## config.mk

```make
export PLATFORM = sky130hd
export DESIGN_NAME = rxf_threshold_ctrl
export DESIGN_NICKNAME = d
export VERILOG_FILES = /design/src/rtl/rxf_pkg.sv /design/src/rtl/rxf_ring.sv /design/src/rtl/rxf_fill.sv /design/src/rtl/rxf_regs.sv /design/src/rtl/rxf_threshold_ctrl.sv
export SDC_FILE = /design/constraint.sdc
export NUM_CORES = 1
export LEC_CHECK = 0
export ABC_AREA = 1
export CAP_MARGIN = 20
export CORE_MARGIN = 3
export CORE_UTILIZATION = 48
export CTS_CLUSTER_SIZE = 40
export DETAILED_ROUTE_END_ITERATION = 7
export MAX_ROUTING_LAYER = met4
export PLACE_DENSITY_LB_ADDON = 0.2
export SLEW_MARGIN = 30
export SYNTH_ARGS = -nofsm -noshare
export SYNTH_HDL_FRONTEND = slang
export SYNTH_HIERARCHICAL = 1
export SYNTH_SLANG_ARGS = --single-unit
```

## constraint.sdc

```tcl
create_clock -name clk -period 4.15 [get_ports clk]
set_input_delay 0.6225 -clock clk [delete_from_list [all_inputs] [get_ports clk]]
set_output_delay 0.6225 -clock clk [all_outputs]
set_load 0.05 [all_outputs]
```

## src/rtl/rxf_pkg.sv

```systemverilog
`timescale 1ns/1ps
package rxf_pkg;
  localparam int THR_W     = 5;
  localparam int CTL_LAST  = 5;
  localparam int CTL_TIE   = 6;
  localparam int STS_THST  = 6;
  localparam int STS_FRDY  = 7;

  // slot that is 'offset' places past 'base' in a ring of 'depth'
  function automatic int ring_slot(int base, int offset, int depth);
    return (base + offset) % depth;
  endfunction

  // a fill may begin only below both the threshold and the ring size
  function automatic bit fill_may_start(int count, int thr, int depth);
    return (count < thr) && (count < depth);
  endfunction

  // one more byte lands the count exactly on 'target'
  function automatic bit lands_on(int count, int target);
    return (count + 1) == target;
  endfunction
endpackage

```

## src/rtl/rxf_ring.sv

```systemverilog
`timescale 1ns/1ps
module rxf_ring #(
  parameter int DEPTH = 16,
  parameter int DW    = 8,
  localparam int CNT_W = $clog2(DEPTH + 1),
  localparam int PTR_W = $clog2(DEPTH)
) (
  input  logic             clk,
  input  logic             rst_n,
  input  logic             push,
  input  logic [DW-1:0]    push_data,
  input  logic             pop,
  output logic [CNT_W-1:0] count,
  output logic [DW-1:0]    head
);
  import rxf_pkg::*;

  logic [DW-1:0]    mem [DEPTH];
  logic [PTR_W-1:0] rptr;
  logic [PTR_W-1:0] wr_idx;
  logic [PTR_W-1:0] rptr_next;

  assign wr_idx    = PTR_W'(ring_slot(int'(rptr), int'(count), DEPTH));
  assign rptr_next = PTR_W'(ring_slot(int'(rptr), 1, DEPTH));
  assign head      = mem[rptr];

  always_ff @(posedge clk) begin
    if (push) mem[wr_idx] <= push_data;
  end

  always_ff @(posedge clk or negedge rst_n) begin
    if (!rst_n) begin
      rptr  <= '0;
      count <= '0;
    end else begin
      if (pop) rptr <= rptr_next;
      count <= count + CNT_W'(push) - CNT_W'(pop);
    end
  end

  assert_no_overflow_R3: assert property (@(posedge clk) disable iff (!rst_n)
    push |-> (int'(count) < DEPTH));
  assert_no_underflow_R8: assert property (@(posedge clk) disable iff (!rst_n)
    pop |-> (count != '0));
  assert_count_step_R3: assert property (@(posedge clk) disable iff (!rst_n)
    (push && !pop) |=> (count == $past(count) + CNT_W'(1)));
endmodule

```

## src/rtl/rxf_fill.sv

```systemverilog
`timescale 1ns/1ps
module rxf_fill #(
  parameter int DEPTH = 16,
  parameter int THR_W = 5,
  localparam int CNT_W = $clog2(DEPTH + 1)
) (
  input  logic             clk,
  input  logic             rst_n,
  input  logic             trigger,
  input  logic             push,
  input  logic [CNT_W-1:0] count,
  input  logic [THR_W-1:0] thr,
  output logic             filling,
  output logic             ev_start,
  output logic             ev_hit,
  output logic             ev_full,
  output logic             ev_clamp
);
  import rxf_pkg::*;

  assign ev_start = trigger && !filling &&
                    fill_may_start(int'(count), int'(thr), DEPTH);
  assign ev_hit   = push && lands_on(int'(count), int'(thr));
  assign ev_full  = push && lands_on(int'(count), DEPTH);
  assign ev_clamp = ev_full && (int'(thr) > DEPTH);

  always_ff @(posedge clk or negedge rst_n) begin
    if (!rst_n)               filling <= 1'b0;
    else if (ev_start)        filling <= 1'b1;
    else if (ev_hit || ev_full) filling <= 1'b0;
  end

  assert_fill_below_depth_R2: assert property (@(posedge clk) disable iff (!rst_n)
    filling |-> (int'(count) < DEPTH));
  assert_stop_at_threshold_R2: assert property (@(posedge clk) disable iff (!rst_n)
    (ev_hit || ev_full) |=> !filling);
  assert_no_start_at_threshold_R10: assert property (@(posedge clk) disable iff (!rst_n)
    (!filling && (int'(count) == int'(thr))) |=> !filling);
endmodule

```

## src/rtl/rxf_regs.sv

```systemverilog
`timescale 1ns/1ps
module rxf_regs #(
  parameter int DEPTH = 16,
  parameter int THR_W = 5,
  localparam int CNT_W = $clog2(DEPTH + 1)
) (
  input  logic             clk,
  input  logic             rst_n,
  input  logic             ctrl_wr,
  input  logic             stat_wr,
  input  logic [7:0]       wdata,
  input  logic             sel_status,
  input  logic             ev_hit,
  input  logic             ev_full,
  input  logic             ev_clamp,
  input  logic [CNT_W-1:0] count,
  output logic [7:0]       rdata,
  output logic [THR_W-1:0] thr,
  output logic             data_ready,
  output logic             fifo_ready,
  output logic             thr_irq,
  output logic             nack_req,
  output logic             thr_err
);
  import rxf_pkg::*;

  logic ie_q, last_q, thst_q;
  logic [7:0] ctrl_view, stat_view;

  assign ctrl_view = {1'b0, ie_q, last_q, thr};
  assign stat_view = {fifo_ready, thst_q, 1'b0, THR_W'(count)};
  assign rdata     = sel_status ? stat_view : ctrl_view;
  assign thr_irq   = ie_q && thst_q;

  always_ff @(posedge clk or negedge rst_n) begin
    if (!rst_n) begin
      thr        <= THR_W'(1);
      ie_q       <= 1'b0;
      last_q     <= 1'b0;
      thst_q     <= 1'b0;
      fifo_ready <= 1'b0;
      data_ready <= 1'b0;
      nack_req   <= 1'b0;
      thr_err    <= 1'b0;
    end else begin
      if (ctrl_wr) begin
        thr  <= wdata[THR_W-1:0];
        ie_q <= wdata[CTL_TIE];
      end
      if (ctrl_wr && wdata[CTL_LAST]) last_q <= 1'b1;
      else if (ev_hit)                last_q <= 1'b0;
      nack_req <= ev_hit && last_q;

      if (ev_hit)                          thst_q <= 1'b1;
      else if (stat_wr && wdata[STS_THST]) thst_q <= 1'b0;

      if (ev_hit && ev_full)               fifo_ready <= 1'b1;
      else if (stat_wr && wdata[STS_FRDY]) fifo_ready <= 1'b0;

      if (ev_hit) data_ready <= ev_full ? 1'b1 : !ie_q;
      if (ev_clamp) thr_err <= 1'b1;
    end
  end

  assert_hit_sets_flag_R4: assert property (@(posedge clk) disable iff (!rst_n)
    ev_hit |=> thst_q);
  assert_nack_single_R5: assert property (@(posedge clk) disable iff (!rst_n)
    nack_req |=> !nack_req);
  assert_full_implies_ready_R6: assert property (@(posedge clk) disable iff (!rst_n)
    $rose(fifo_ready) |-> data_ready);
  assert_err_sticky_R9: assert property (@(posedge clk) disable iff (!rst_n)
    thr_err |=> thr_err);
  assert_clamp_no_flag_R9: assert property (@(posedge clk) disable iff (!rst_n)
    ev_clamp |-> !ev_hit);
endmodule

```

## src/rtl/rxf_threshold_ctrl.sv

```systemverilog
`timescale 1ns/1ps
module rxf_threshold_ctrl #(
  parameter int DEPTH = 16,
  parameter int DW    = 8
) (
  input  logic          clk,
  input  logic          rst_n,
  input  logic          fill_start,
  input  logic          rx_active,
  input  logic          rx_valid,
  input  logic [DW-1:0] rx_data,
  output logic          fill_req,
  output logic          nack_req,
  input  logic          reg_sel,
  input  logic          reg_wr,
  input  logic [7:0]    reg_wdata,
  output logic [7:0]    reg_rdata,
  input  logic          data_rd,
  output logic [DW-1:0] data_out,
  output logic          data_ready,
  output logic          fifo_ready,
  output logic          thr_irq,
  output logic          thr_err
);
  import rxf_pkg::*;
  localparam int CNT_W = $clog2(DEPTH + 1);

  logic [CNT_W-1:0] count;
  logic [DW-1:0]    head;
  logic [THR_W-1:0] thr;
  logic push, pop, trigger, ring_empty;
  logic ctrl_wr, stat_wr;
  logic ev_start, ev_hit, ev_full, ev_clamp;

  assign ring_empty = (count == '0);
  assign push       = rx_valid && fill_req;
  assign pop        = data_rd && !ring_empty;
  assign ctrl_wr    = reg_wr && !reg_sel;
  assign stat_wr    = reg_wr && reg_sel;
  assign trigger    = fill_start || (data_rd && ring_empty) ||
                      (stat_wr && reg_wdata[STS_THST] && rx_active);

  rxf_ring #(.DEPTH(DEPTH), .DW(DW)) u_ring (
    .clk(clk), .rst_n(rst_n), .push(push), .push_data(rx_data),
    .pop(pop), .count(count), .head(head)
  );

  rxf_fill #(.DEPTH(DEPTH), .THR_W(THR_W)) u_fill (
    .clk(clk), .rst_n(rst_n), .trigger(trigger), .push(push),
    .count(count), .thr(thr), .filling(fill_req), .ev_start(ev_start),
    .ev_hit(ev_hit), .ev_full(ev_full), .ev_clamp(ev_clamp)
  );

  rxf_regs #(.DEPTH(DEPTH), .THR_W(THR_W)) u_regs (
    .clk(clk), .rst_n(rst_n), .ctrl_wr(ctrl_wr), .stat_wr(stat_wr),
    .wdata(reg_wdata), .sel_status(reg_sel), .ev_hit(ev_hit),
    .ev_full(ev_full), .ev_clamp(ev_clamp), .count(count),
    .rdata(reg_rdata), .thr(thr), .data_ready(data_ready),
    .fifo_ready(fifo_ready), .thr_irq(thr_irq), .nack_req(nack_req),
    .thr_err(thr_err)
  );

  always_ff @(posedge clk or negedge rst_n) begin
    if (!rst_n)   data_out <= '0;
    else if (pop) data_out <= head;
  end

  assert_start_raises_req_R2: assert property (@(posedge clk) disable iff (!rst_n)
    ev_start |=> fill_req);
  assert_empty_read_holds_R8: assert property (@(posedge clk) disable iff (!rst_n)
    (data_rd && ring_empty) |=> $stable(data_out));
endmodule

```

### After elaboration in Yosys (flattened, before gate mapping)

Memories as Yosys holds them, arrays and structs flattened. A register that Yosys moved wholly into a read port is not among the register bits.
Cells that the tools add are included.
W data, S select, Z words.

* memories: 1
* bits in latches: 0
* register bits: 22
* memory bits (writable): 128
* output and inout bits: 22
* word-level logic and storage cells: 65
* ROM bits: 0

* multipliers: 0
* add/subtract/negate cells: 5
* bitwise gates (word level): 0
* divide/modulo/power cells: 0
* reduce and logical (&&, ||, !) cells: 31
* eq/ne operators: 2
* magnitude comparators: 3
* mux-type cells: 12
* shift operators: 0

Memory list
* u_ring.mem: depth 16, bits a word 8, rd ports 1, clocked after memory_dff 1, write ports 1, RTL line rxf_ring.sv:18 `logic [DW-1:0] mem [DEPTH];`

Operators by type and width (number)
* $eq A32 B6 Y1: 1
* $eq A32 B6 Y1 const B: 1
* $logic_and A1 B1 Y1: 18
* $mux W1: 11
* $mux W8: 1
* $reduce_bool A2 Y1: 4
* $add A5 B1 Y6 const B: 1
* $add A5 B1 Y5: 1
* $gt A5 B5 Y1 const B: 1
* $logic_not A1 Y1: 5
* $logic_not A5 Y1: 1
* $lt A5 B5 Y1: 1
* $lt A5 B5 Y1 const B: 1
* $sub A5 B1 Y5: 1
* $add A4 B1 Y4 const B: 1
* $add A4 B4 Y4: 1
* $logic_or A1 B1 Y1: 3

### Longest topological paths before layout

Gate-level depths: netlist (run 1).

* depth after elaboration: 7
* mapped depth: 11

### By module

Netlist (run 1), hierarchy kept.

Modules (own cells, without submodules)
* rxf_ring: cells each 601, times used 1, area each 6175.9 um^2
* rxf_regs: cells each 68, times used 1, area each 553.0 um^2
* rxf_fill: cells each 75, times used 1, area each 457.9 um^2
* rxf_threshold_ctrl: cells each 48, times used 1, area each 401.6 um^2

### Least setup slack after synthesis (run 1)

No wires, ideal clock.

* path type: register to register
* start point: reg u_ring.count[1]
* end point: reg u_ring.count[4]
* stages on the path, launching flop included: 12
* data arrival time: 2305 ps
* slack: 1766 ps
* path buffers: 0
* cells stage by stage: dfrtp_1 > nor2_2 > nand3_4 > nand2_4 > inv_1 > ha_1 > inv_1 > ha_1 > inv_1 > fa_1 > o21ai_0 > xor2_1

* longest elaborated chain between the ends: 4

Ends and longest elaborated chain
* start, declared: RTL line rxf_ring.sv:13 `output logic [CNT_W-1:0] count,`
* start signal, assigned: RTL line rxf_ring.sv:37 `count <= count + CNT_W'(push) - CNT_W'(pop);`
* $logic_not A5 Y1: RTL line rxf_threshold_ctrl.sv:35 `assign ring_empty = (count == '0);`
* $logic_not A1 Y1: RTL line rxf_threshold_ctrl.sv:37 `assign pop = data_rd && !ring_empty;`
* $logic_and A1 B1 Y1: RTL line rxf_threshold_ctrl.sv:37
* named net pop: RTL line rxf_threshold_ctrl.sv:31 `logic push, pop, trigger, ring_empty;`
* $sub A5 B1 Y5: RTL line rxf_ring.sv:37

The timed path passes the listed nets, and every way through them passes these cells.
A chain may end at the register's enable or synchronous reset.

### Worst setup path in the final report (run 1)

* start point: in reg_sel
* end point: out reg_rdata[6]

* longest elaborated chain between the ends: 1

Ends and longest elaborated chain
* start, declared: RTL line rxf_threshold_ctrl.sv:14 `input logic reg_sel,`
* $mux W8: RTL line rxf_regs.sv:32 `assign rdata = sel_status ? stat_view : ctrl_view;`
* end, declared: RTL line rxf_threshold_ctrl.sv:17 `output logic [7:0] reg_rdata,`

No other way between the ends.

==> impl_metrics.toml, run 1 <==
[run_status]
status = "complete, no violations"

[detailed_routing]
final_antenna_net_count = 0
first_pass_iters = 5
routed_wl_um = 16900
vias = 5326
drcViolationCount = 0
wl_per_cell_um = 16.0
dr.first_iter.drc_count = 486
via_per_inst = 5.04

[yosys]
syn_area_um2 = 7580
syn_nets = 833
synth_warnings = 6
syn_inst = 791
syn_area_per_cell_um2 = 9.59

[clock_network]
path_clk_slew_ns = 0.06
clock-root-buffer = "clkbuf_16"
cts_buffer_depth = 2
clock_sinks = 158
ctsHoldBuffers = 0
tritoncts = "yes"
htree_levels = 4
ctsResizeCount = 0
post_cts_buffers = 0
clk_latency_ns = 0.42
cts_buffers = 17

[worst_hold_path]
hold_depth = 2
hold_end = "u_regs/nack_req"
holdCritPathClass = "flip-flop to flip-flop"
hp-start = "u_regs/last_q"

[sta]
setup_ws_ns = 1.07
min_period_ns = 3.08
timing.hold.ws_ns = 0.471
drv_slew = 0
fmax_ghz = 0.325
setup_viol = 0
rsz0062_at_grt = "false"
tightest_slew_ns = 0.867
setup_tns_ns = 0
final_hold_viol_count = 0
period_share_pct = 74.2
final.setup_skew_ns = 0.00717
slew_headroom_pct = 42.0

[place]
gp_congestion = 0.861
dp_slack_ns = 1.02
port_buffers = 45
hpwl_um = 11100

[floorplan]
die_h_um = 132
core_area_um2 = 15300
initial_core_util_pct = 49.5
fp.dieW_um = 132
die_area_um2 = 17300
placement_rows = 45
io_pins = 46

[power_and_ir_drop]
p_per_area_nw_per_um2 = 767
p_leak_nw = 3.88
ir_worst_vdd_uv = 430

[setup_path]
worstPathMaxFanout = 16
r2r_setup_slack_ns = 1.37
cp-end-kind = "primary output"
crit_type = "input port to primary output"
reg2reg_depth = 5
cp-start-kind = "input port"
timing.rr.start = "u_ring/rptr[0]"
r2r-end = "u_ring/mem[12][6]"
worstPathArrival_ns = 2.46
crit_required_ns = 3.53

[grt]
grt-ovfl-total = 0
grt_usage_pct = 21.1
grt_pass1_wl_um = 27800
grt_pass1_vias = 5457
antenna_found_initial = 0
grt_max_degree = 65

[finish]
nNetsFinal = 874
layout-drive-gt1-share_pct = 7.57
area_delta_synth_final_pct = 15.0
fillers = 1345
antenna_cells = 0
final_util_pct = 57.0

[flow_run]
drv_cap = 0
[registers in the layout (all words and copies together) (netlist names)]
name and cells:
u_regs/data_ready 1, u_regs/ie_q 1, u_regs/nack_req 1, u_fill/filling 1, data_out 8, u_regs/last_q 1, u_regs/thst_q 1, u_ring/count 5
u_regs/fifo_ready 1, u_ring/mem 128, u_regs/thr_err 1, u_regs/thr 5, u_ring/rptr 4
[final cells by class]
class                   count  area (um^2)  area share [%]
repair buffers             50          488            5.59
clock inverters            15          158            1.81
well taps                 211          264            3.03
clock buffers              17          425            4.88
inverters                 149          562            6.44
flip-flops and latches    158         4600            52.7
multi-input cells         456         2230            25.6
[power breakdown]
group | switching (mW) | leakage (nW) | internal [mW] | total (mW)
registers | 0.266 | 1.52 | 2.13 | 2.40
clock network | 0.676 | 0.278 | 0.848 | 1.52
logic | 1.92 | 2.08 | 0.857 | 2.78
total | 2.86 | 3.88 | 3.84 | 6.70
[placed cells by master, fill, tap and decap left out, drive strengths merged, types with 16 or more instances in the layout]
master           n
nand2          245
inv            154
edfxtp         128
nand3          125
clkdlybuf4s50   45
dfrtp           29
nor2            27
clkbuf          17
ha              16
o21ai           16
[metrics by stage]
stage / cell area [um^2] / power [mW] / std cells
after floorplan: 7580 / 4.40 / 791
after global placement: 8140 / 5.08 / 1024
after detailed placement: 8140 / 5.17 / 1024
after CTS: 8730 / 6.71 / 1056
after global routing: 8730 / 7.17 / 1056
final: 8730 / 6.70 / 1056
[critical path, cell delays in order]
cell and delay, ns:
clkdlybuf4s50_1 0.81, nand2_1 0.13, o21ai_2 0.07, clkdlybuf4s50_1 0.82
[per-layer routing]
metal	track usage [%]	routed length, um	vias up
met5	-	0	-
met4	7.47	365	0
met3	4.90	885	30
met2	34.1	8230	136
met1	26.4	7370	2544
li1	-	-	2616
[worst max path at each step]
stage	end	slack, ns	startpoint	cells past startpoint
CTS	reg_rdata[6]	1.06	reg_sel	4
finish	reg_rdata[6]	1.07	reg_sel	4
detailed placement	u_ring/count[4]	1.02	data_rd	10
global route	reg_rdata[0]	0.97	reg_sel	4
floorplan	u_ring/count[4]	1.77	u_ring/count[1]	11
global placement	reg_rdata[6]	1.08	reg_sel	4
Note: power is estimated with default switching activity, not from simulation.
==> inputs of run 2 (changes only) <==
- clock period: 4.15 -> 2.96 ns (I/O delays scaled with it)
==> impl_metrics.toml, run 2 (synthesis gave the netlist of run 1 again) <==
[clock_network]
post_cts_buffers = 0
clock-root-buffer = "clkbuf_16"
path_clk_slew_ns = 0.06
cts_buffer_depth = 2
cts_buffers = 17
clk_latency_ns = 0.42
ctsHoldBuffers = 0
clock_sinks = 158
ctsResizeCount = 0
htree_levels = 4
tritoncts = "yes"

[finish]
top_regs = "u_ring/mem x128, data_out x8"
layout_common_cells = "nand2_1, inv_1, edfxtp_1, nand3_1, clkdlybuf4s50_1"
layout-drive-gt1-share_pct = 10.6
final_util_pct = 57.9
layout_commonest_cell = "nand2_1"
largest_register_ffs = 128
final_cells = 1077
final_area_um2 = 8870
nNetsFinal = 895
area_delta_synth_final_pct = 17.0
antenna_cells = 0
top_register = "u_ring/mem"

[sta]
tightest_slew_ns = 0.802
setup_ws_ns = 0.301
setup_viol = 0
drv_slew = 0
timing.hold.ws_ns = 0.418
fmax_ghz = 0.376
min_period_ns = 2.66
setup_tns_ns = 0
final_hold_viol_count = 0
final.setup_skew_ns = 0.00723
slew_headroom_pct = 46.3
period_share_pct = 89.8
rsz0062_at_grt = "false"

[setup_path]
r2r-end = "u_ring/count[4]"
timing.rr.start = "u_ring/count[3]"
cp-end-kind = "flip-flop"
crit_required_ns = 3.31
crit_type = "flip-flop to flip-flop"
worstPathArrival_ns = 3.01
r2r_setup_slack_ns = 0.30
cp-startpoint = "u_ring/count[3]"
setup.worst_path.end = "u_ring/count[4]"
cp-start-kind = "flip-flop"
reg2reg_depth = 11
worstPathMaxFanout = 11

[worst_hold_path]
holdCritPathClass = "input port to asynchronous set/reset pin"

[power_and_ir_drop]
clkPwrFrac_pct = 22.3
seq_power_share_pct = 34.4
ir_worst_vdd_uv = 695
internal-power_mw = 5.48
p_leak_nw = 4.01
netSwitchingPower_mw = 4.00
switching_share_pct = 42.2
power.total_mw = 9.48
p_per_area_nw_per_um2 = 1070
comb_power_share_pct = 43.3

[floorplan]
io_pins = 46
placement_rows = 45
core_area_um2 = 15300
initial_core_util_pct = 49.5
die_h_um = 132
die_area_um2 = 17300
fp.dieW_um = 132

[place]
gp_congestion = 0.893
dp_slack_ns = 0.251
hpwl_um = 10900
dp_cells = 1045
place_area_um2 = 8290
port_buffers = 45

[grt]
grt_pass1_wl_um = 26900
antenna_found_initial = 0
grt-ovfl-total = 0
grt_max_degree = 68
grt_usage_pct = 20.5
grt_pass1_vias = 5147

[detailed_routing]
wl_per_cell_um = 15.3
final_antenna_net_count = 0
first_pass_iters = 4
routed_wl_um = 16400
vias = 5370
drcViolationCount = 0
dr.first_iter.drc_count = 468
via_per_inst = 4.99

[run_status]
status = "complete, no violations"

[flow_run]
drv_cap = 0
## run 2: worst min path at each step
stage                              from               to  slack, ns  depth (start not counted)
after floorplan                   rst_n      data_out[0]       0.15                          0
after global placement    u_regs/last_q  u_regs/nack_req       0.46                          2
after detailed placement  u_regs/last_q  u_regs/nack_req       0.46                          2
after CTS                         rst_n  u_ring/count[1]       0.42                          2
after global routing              rst_n  u_ring/count[4]       0.45                          2
final                             rst_n      data_out[3]       0.42                          2
## run 2: power by group through the flow
stage	registers [mW]	clock network [mW]	logic (mW)
floorplan	3.49	0	2.68
global placement	3.29	0	3.97
detailed placement	3.31	0	4.06
CTS	3.26	2.16	4.09
global route	3.32	2.26	4.54
finish	3.26	2.11	4.11
## run 2: cell type report
| cell class | instances | area [um^2] |
|---|---|---|
| clock buffers | 17 | 425 |
| fillers | 1312 | 6440 |
| repair buffers | 71 | 641 |
| multi-input cells | 456 | 2230 |
| inverters | 149 | 559 |
| well taps | 211 | 264 |
| flip-flops and latches | 158 | 4600 |
| clock inverters | 15 | 153 |
## run 2: metal layers
layer  up-vias  routed length (um)  track usage, %
met5         -                   0               -
met4         0                 218            7.06
met3        17                1090            4.40
met2       159                7870            32.2
met1      2529                7260            26.8
li1       2665                   -               -
## run 2: critical path: stages, from the launching register on
cell and delay, ns:
dfrtp_1 0.54, nor2_2 0.24, nand3_4 0.15, nand2_4 0.13, inv_1 0.12, ha_1 0.29
inv_1 0.06, ha_1 0.17, inv_1 0.06, fa_1 0.40, o21ai_0 0.25, xor2_1 0.17
